--- src/rtl/svc_seq_pkg.sv ---
package svc_seq_pkg;

  typedef enum logic [2:0] {
    ST_IDLE,
    ST_CALL,
    ST_CONN,
    ST_XFER,
    ST_TERM
  } seqState_t;

  // strobes from control to datapath
  typedef struct packed {
    logic load;       // capture a new request
    logic stepByte;   // a subcycle has ended
    logic driveAddr;  // put device address on response lines
    logic dataPhase;  // data or order subcycle active
    logic termPhase;  // terminal-order subcycle active
  } seqCtl_t;

endpackage

--- src/rtl/svc_seq_dp.sv ---
module svc_seq_dp
  import svc_seq_pkg::*;
#(
  parameter int ADDR_W    = 8,
  parameter int MAX_BYTES = 4,
  parameter logic [ADDR_W-1:0] DEV_ADDR = 8'hA5,
  localparam int LEN_W = (MAX_BYTES > 1) ? $clog2(MAX_BYTES) : 1
) (
  input  logic              clk,
  input  logic              rstN,
  input  seqCtl_t           ctl,
  input  logic [1:0]        svcKind,
  input  logic [LEN_W-1:0]  svcLen,
  output logic              lastByte,
  output logic [ADDR_W-1:0] rspAddr,
  output logic [1:0]        fnCode,
  output logic              edOut
);

  localparam logic [LEN_W-1:0] CNT_TOP = LEN_W'(MAX_BYTES - 1);

  logic [1:0]       kindQ;
  logic [LEN_W-1:0] lenQ;
  logic [LEN_W-1:0] cntQ;
  logic             firstQ;
  logic             isOrder;

  always_ff @(posedge clk) begin
    if (!rstN) begin
      kindQ  <= '0;
      lenQ   <= '0;
      cntQ   <= '0;
      firstQ <= 1'b0;
    end else if (ctl.load) begin
      kindQ  <= svcKind;
      lenQ   <= svcLen;
      cntQ   <= '0;
      firstQ <= 1'b1;
    end else if (ctl.stepByte) begin
      firstQ <= 1'b0;
      if (ctl.dataPhase && cntQ != CNT_TOP)
        cntQ <= cntQ + 1'b1;
    end
  end

  // order cycles carry one byte; a data cycle ends at its length or at the cap
  assign isOrder  = kindQ[1];
  assign lastByte = isOrder || (cntQ == lenQ) || (cntQ == CNT_TOP);

  assign rspAddr = ctl.driveAddr ? DEV_ADDR : '0;
  assign fnCode  = (ctl.dataPhase && firstQ) ? kindQ : 2'b00;
  assign edOut   = ctl.dataPhase && lastByte;

endmodule

--- src/rtl/svc_seq_ctrl.sv ---
module svc_seq_ctrl
  import svc_seq_pkg::*;
(
  input  logic    clk,
  input  logic    rstN,
  input  logic    svcWant,
  input  logic    ascIn,
  input  logic    prioIn,
  input  logic    stbDone,
  input  logic    edIn,
  input  logic    esIn,
  input  logic    lastByte,
  output seqCtl_t ctl,
  output logic    callOut,
  output logic    rspAck,
  output logic    reqStrobe
);

  seqState_t stateQ, stateD;

  always_ff @(posedge clk) begin
    if (!rstN) stateQ <= ST_IDLE;
    else       stateQ <= stateD;
  end

  always_comb begin
    stateD    = stateQ;
    ctl       = '0;
    callOut   = 1'b0;
    rspAck    = 1'b0;
    reqStrobe = 1'b0;
    unique case (stateQ)
      ST_IDLE: begin
        if (svcWant) begin
          ctl.load = 1'b1;
          stateD   = ST_CALL;
        end
      end
      ST_CALL: begin
        callOut = 1'b1;
        if (ascIn && prioIn) stateD = ST_CONN;
      end
      ST_CONN: begin
        ctl.driveAddr = 1'b1;
        rspAck        = 1'b1;
        stateD        = ST_XFER;
      end
      ST_XFER: begin
        ctl.dataPhase = 1'b1;
        reqStrobe     = 1'b1;
        if (stbDone) begin
          ctl.stepByte = 1'b1;
          if (esIn)                  stateD = ST_IDLE;
          else if (lastByte || edIn) stateD = ST_TERM;
        end
      end
      ST_TERM: begin
        ctl.termPhase = 1'b1;
        reqStrobe     = 1'b1;
        if (stbDone) begin
          ctl.stepByte = 1'b1;
          if (esIn) stateD = ST_IDLE;
        end
      end
      default: stateD = ST_IDLE;
    endcase
  end

endmodule

--- src/rtl/svc_seq_top.sv ---
module svc_seq_top
  import svc_seq_pkg::*;
#(
  parameter int ADDR_W    = 8,
  parameter int MAX_BYTES = 4,
  parameter logic [ADDR_W-1:0] DEV_ADDR = 8'hA5,
  localparam int LEN_W = (MAX_BYTES > 1) ? $clog2(MAX_BYTES) : 1
) (
  input  logic              clk,
  input  logic              rstN,
  input  logic              svcWant,
  input  logic [1:0]        svcKind,
  input  logic [LEN_W-1:0]  svcLen,
  output logic              callOut,
  input  logic              ascIn,
  input  logic              prioIn,
  output logic              prioOut,
  output logic              rspAck,
  output logic [ADDR_W-1:0] rspAddr,
  output logic              reqStrobe,
  output logic              dorOut,
  output logic              iorOut,
  input  logic              stbDone,
  input  logic              edIn,
  input  logic              esIn,
  output logic              edOut,
  output logic              termPhase
);

  seqCtl_t    ctl;
  logic       lastByte;
  logic [1:0] fnCode;

  svc_seq_ctrl u_ctrl (
    .clk       (clk),
    .rstN      (rstN),
    .svcWant   (svcWant),
    .ascIn     (ascIn),
    .prioIn    (prioIn),
    .stbDone   (stbDone),
    .edIn      (edIn),
    .esIn      (esIn),
    .lastByte  (lastByte),
    .ctl       (ctl),
    .callOut   (callOut),
    .rspAck    (rspAck),
    .reqStrobe (reqStrobe)
  );

  svc_seq_dp #(
    .ADDR_W    (ADDR_W),
    .MAX_BYTES (MAX_BYTES),
    .DEV_ADDR  (DEV_ADDR)
  ) u_dp (
    .clk      (clk),
    .rstN     (rstN),
    .ctl      (ctl),
    .svcKind  (svcKind),
    .svcLen   (svcLen),
    .lastByte (lastByte),
    .rspAddr  (rspAddr),
    .fnCode   (fnCode),
    .edOut    (edOut)
  );

  // a calling unit blocks the chain below it
  assign prioOut   = prioIn && !callOut;
  assign dorOut    = fnCode[1];
  assign iorOut    = fnCode[0];
  assign termPhase = ctl.termPhase;

endmodule

--- config.mk ---
export PLATFORM = sky130hd
export DESIGN_NAME = svc_seq_top
export DESIGN_NICKNAME = d
export VERILOG_FILES = /design/src/rtl/svc_seq_pkg.sv /design/src/rtl/svc_seq_dp.sv /design/src/rtl/svc_seq_ctrl.sv /design/src/rtl/svc_seq_top.sv
export SDC_FILE = /design/constraint.sdc
export NUM_CORES = 1
export LEC_CHECK = 0
export CAP_MARGIN = 40
export CORE_MARGIN = 2
export CORE_UTILIZATION = 44
export DETAILED_ROUTE_END_ITERATION = 6
export HOLD_SLACK_MARGIN = 0.08
export PLACE_DENSITY = 0.82
export SYNTH_ARGS = -nofsm -noshare
export SYNTH_HDL_FRONTEND = slang
export SYNTH_SLANG_ARGS = --single-unit
--- constraint.sdc ---
create_clock -name clk -period 3.6 [get_ports clk]
set_clock_uncertainty 0.15 [all_clocks]
set_input_delay 0.72 -clock clk [delete_from_list [all_inputs] [get_ports clk]]
set_output_delay 0.72 -clock clk [all_outputs]
set_load 0.02 [all_outputs]
Yosys cells after proc, flatten, opt, wreduce, memory -nomap -nowiden
Index checks and enable logic that the tools add are counted.
{ "word_totals": {"regBits": 10, "in_bits": 12, "out_inout_bits": 16} }
{ "op_classes": {"n_addsub": 1, "n_eq_ne": 13, "mux": 21, "bitwise_logic": 1, "n_reduce_logical": 15} }
{ "ops": {"columns": ["cell", "count"], "rows": [
  ["3-bit 2-to-1 mux", 7],
  ["3-bit one-hot mux with 5 select lines", 1],
  ["1-bit 2-to-1 mux", 11],
  ["2-bit != test (second input constant)", 5],
  ["8-bit 2-to-1 mux", 1],
  ["3-bit by 2-bit == test with 1-bit output (second input constant)", 2],
  ["6-bit AND reduction", 1],
  ["1-bit logical AND", 5],
  ["2-bit OR reduction", 2],
  ["3-bit by 1-bit == test with 1-bit output (second input constant)", 1],
  ["3-bit == test (second input constant)", 1],
  ["3-bit zero test", 1],
  ["1-bit logical OR", 3],
  ["3-bit by 2-bit != test with 1-bit output (second input constant)", 1],
  ["2-bit by 1-bit adder with 2-bit output (second input constant)", 1],
  ["2-bit == test", 1],
  ["2-bit == test (second input constant)", 1],
  ["2-bit 2-to-1 mux", 1],
  ["2-bit by 1-bit != test with 1-bit output (second input constant)", 1],
  ["2-bit AND reduction", 1],
  ["2-bit nonzero test", 1],
  ["1-bit zero test", 1],
  ["1-bit NOT", 1]
]} }

Logic depth before layout (Yosys ltp)
{ "depth": {"word_depth": 8, "depth_mapped": 5, "depth_no_buf": 4} }

Modules after synthesis
Synthesis repeated with hierarchy kept, for this count alone.
{ "unflattened": {"cells_unflattened": 74, "hier_area_um2": 683.2} }
{ "by_module_without_submodules": {"columns": ["module", "instances", "cells_per_inst", "area_per_inst_um2", "seq_area_each_um2"], "rows": [
  ["svc_seq_dp", 1, 41, 389.1, 140.1],
  ["svc_seq_ctrl", 1, 32, 280.3, 60.1],
  ["svc_seq_top", 1, 1, 13.8, 0.0]
]} }

Least setup slack after synthesis
Ideal clock, no wire load.
{ "synth_timing": {"path_kind": "register -> output", "startpoint": "register u_ctrl.stateQ[0]", "endpoint": "output prioOut", "arrival_time_ns": 1.327, "required_ns": 2.730, "setup_slack_ns": 1.403, "stages_incl_launch_ff": 5, "n_path_buf": 1, "cell_sequence": "dfxtp_1 buf_6 inv_1 nor3_1 nor2b_1"} }
{ "synth_between": {"elab_chain_cells": 4} }
{ "synth_rtl": {"columns": ["element", "line_no", "text"], "rows": [
  ["start, declared", "svc_seq_ctrl.sv:19", "seqState_t stateQ, stateD;"],
  ["start signal, assigned", "svc_seq_ctrl.sv:23", "else stateQ <= stateD;"],
  ["3-bit by 1-bit == test with 1-bit output", "svc_seq_ctrl.sv:32", "unique case (stateQ)"],
  ["1-bit 2-to-1 mux", "svc_seq_ctrl.sv:32", null],
  ["via callOut", "svc_seq_top.sv:14", "output logic callOut,"],
  ["1-bit zero test", "svc_seq_top.sv:67", "assign prioOut = prioIn && !callOut;"],
  ["1-bit logical AND", "svc_seq_top.sv:67", null],
  ["end, declared", "svc_seq_top.sv:17", "output logic prioOut,"]
]} }
The timed path passes the listed nets, and every way through them passes these cells.

Worst setup path after layout
{ "layout_timing": {"startpoint": "register u_ctrl.stateQ[0]", "endpoint": "output callOut"} }
{ "layout_between": {"elab_chain_cells": 2} }
{ "layout_rtl": {"columns": ["element", "line_no"], "rows": [
  ["3-bit by 1-bit == test with 1-bit output", "svc_seq_ctrl.sv:32"],
  ["1-bit 2-to-1 mux", "svc_seq_ctrl.sv:32"],
  ["end, declared", "svc_seq_top.sv:14"]
]} }
Every way passes these cells.

==> flow_summary.json <==
{
  "p_comb_share_pct": 51.8,
  "multi_input_area_sq_um": 401.6,
  "cts_hold_buf": 0,
  "synth_area_leaders": "dfxtp_1, mux2i_1, buf_4",
  "cts_tree": "built",
  "h-tree-depth": 1,
  "cp_cell_sequence": "inv_1 -> nor3_1 -> clkdlybuf4s50_1",
  "critPathLaunchType": "register",
  "final-hold-violation-count": 0,
  "async_reset_ff_share_pct": 0,
  "setup_tns_ps": 0,
  "synth_common_cells": "dfxtp_1, buf_4, mux2i_1",
  "cts_inserted_buffers": 3,
  "clock_sinks": 10,
  "grt_pass1_wl_um": 2056,
  "leakage_nw": 0.3741,
  "cts_buffer_depth": 2,
  "hpwl_um": 939,
  "p_total_mw": 0.6020,
  "grt_max_degree": 12,
  "ys_types": 30,
  "syn_to_final_growth_pct": 32.28,
  "power_density_nw_per_um2": 674.8,
  "synthMostInstantiatedCell": "dfxtp_1",
  "start_util_pct": 45.83,
  "grt_pass1_vias": 465,
  "drv_cap": 0,
  "synth_flop_cell": "dfxtp_1",
  "gp_congestion": 0.6926,
  "endpoint_kind": "output pin",
  "cp_slowest_stage_delay_ps": 670,
  "finalCriticalPeriod_ps": 2794,
  "status": "finished, final reports clean",
  "viasPerCell": 5.009,
  "synth_edf_count": 0,
  "wl_per_cell_um": 11.28,
  "drt-initial-drc-count": 8,
  "grt_use_total_pct": 14.75,
  "postCtsSetupBuffers": 0,
  "p_sw_mw": 0.2353,
  "intPower_mw": 0.3667,
  "portBuffers": 23,
  "setup_ws_ps": 805.8,
  "antenna_found_initial": 0,
  "die_h_um": 43.15,
  "slowest_stage": "clkdlybuf4s50_1",
  "seq_area_sq_um": 200.2,
  "cts.clk_slew.worst_paths_ps": 60,
  "remaining_drc_errors": 0,
  "path_delay_family": "buffers and inverters",
  "power_frac_clock_pct": 16.8,
  "cp.arrival_ps": 1920,
  "synth_cells": 71,
  "grt_overflow": 0,
  "worst_hold_path_type": "reg -> reg",
  "drv_slew": 0,
  "nNetsFinal": 104,
  "root_buffer": "clkbuf_4",
  "ys_seq_area_share_pct": 29.68,
  "yosys.area.top_type": "dfxtp_1",
  "ys_warn_count": 0,
  "synth_top_area_share_pct": 29.68,
  "via_count": 531,
  "die-area_sq_um": 1862,
  "syn_avg_cell_area_sq_um": 9.499,
  "max_freq_mhz": 357.9,
  "grt_setup_unrepaired": "false",
  "std_cell_rows": 14,
  "routed_wl_um": 1196,
  "core-area_sq_um": 1471,
  "ioPinCount": 28,
  "required_ps": 2730,
  "num_antenna_cells": 0,
  "fillers": 142,
  "worstPathMaxFanout": 8,
  "pre_cts_slack_ps": 818.6,
  "fin_crit_sh_pct": 77.62,
  "die_x_um": 43.15,
  "first_pass_iters": 4,
  "cts_resized": 0,
  "drive_above_1_share_pct": 13.33,
  "syn-cell-area_sq_um": 674.4,
  "max-vdd-ir-drop_v": 0.0003869,
  "critPathKind": "reg -> out",
  "seq_power_share_pct": 31.4,
  "insertion_delay_ps": 270,
  "sw_frac_of_total_pct": 39.08,
  "detail-route-antenna-nets": 0,
  "setup_viol": 0,
  "crit_buf_inv": 2,
  "ys_ff_latch": 10
}
power by group through the flow:
stage / Sequential (mW) / Clock (mW) / Combinational (mW)
3_3_place_gp: 0.189 / 0 / 0.311
5_1_grt: 0.195 / 0.109 / 0.339
4_1_cts: 0.190 / 0.103 / 0.315
3_5_place_dp: 0.193 / 0 / 0.315
6_report: 0.189 / 0.101 / 0.312
2_1_floorplan: 0.161 / 0 / 0.267
cell type report:
cell class / instances / share of cell area (%)
repair buffers: 23 / 25.81
multi-input cells: 52 / 45.02
well taps: 16 / 2.244
clock buffers: 4 / 4.067
inverters: 1 / 0.4208
flip-flops and latches: 10 / 22.44
worst min-delay path, cell delays in order (launching register included):
cell and delay (ps):
dfxtp_1 320, mux2i_1 60, nor2b_1 90
per-layer routing:
| layer | GRT usage [%] | wire [um] | vias to the layer above |
|---|---|---|---|
| li1 | - | - | 271 |
| met2 | 21.49 | 568 | 20 |
| met3 | 1.277 | 67 | 4 |
| met1 | 20.73 | 537 | 236 |
| met5 | 0 | 0 | - |
| met4 | 9.091 | 22 | 0 |
worst paths after layout:
| kind | from | end | slack [ps] | depth (start not counted) |
|---|---|---|---|---|
| worst min register to register | u_dp.kindQ[0] | u_dp.kindQ[0] | 360 | 2 |
| worst max register to register | u_ctrl.stateQ[0] | u_ctrl.stateQ[2] | 1960 | 4 |
| worst max-delay path | u_ctrl.stateQ[0] | callOut | 810 | 3 |
| worst min-delay path | u_dp.kindQ[0] | u_dp.kindQ[0] | 360 | 2 |
flip-flops by register name (all words and copies together) (netlist names):
signal	flops
u_dp.cntQ	2
u_dp.firstQ	1
u_ctrl.stateQ	3
u_dp.kindQ	2
u_dp.lenQ	2
cells in the final DEF, fill, tap and decap left out, types with 2 or more instances in the layout:
master and instances:
and3_1 3, clkbuf_4 3, clkdlybuf4s50_1 23, conb_1 4
dfxtp_1 10, mux2i_1 7, nand2_1 4, nor2_1 5
nor2b_1 6, nor3_1 2, nor3b_2 2, o21ai_0 2
xnor2_1 3
logic make-up (layout without fill, tap and decap cells):
group,count (synthesis),in the layout,share of synthesized area (%)
compound gates,9,9,12.06
xor+xnor,3,3,3.897
fa+ha+maj,1,1,1.855
buf+inv,12,28,12.43
flops,10,10,29.68
mux,7,7,10.39
other cells,1,4,0.5561
simple gates,28,28,29.13
per-stage QoR:
step	utilization (%)	hold WS, ps	std cells	area [sq um]
finish	60.63	362.4	106	892.1
global route	60.63	405.6	106	892.1
CTS	60.63	367.9	106	892.1
detailed placement	58.16	351.4	102	855.8
global placement	58.16	344.0	102	855.8
floorplan	-	323.8	74	685.7
Note: power is estimated with default switching activity, not from simulation.
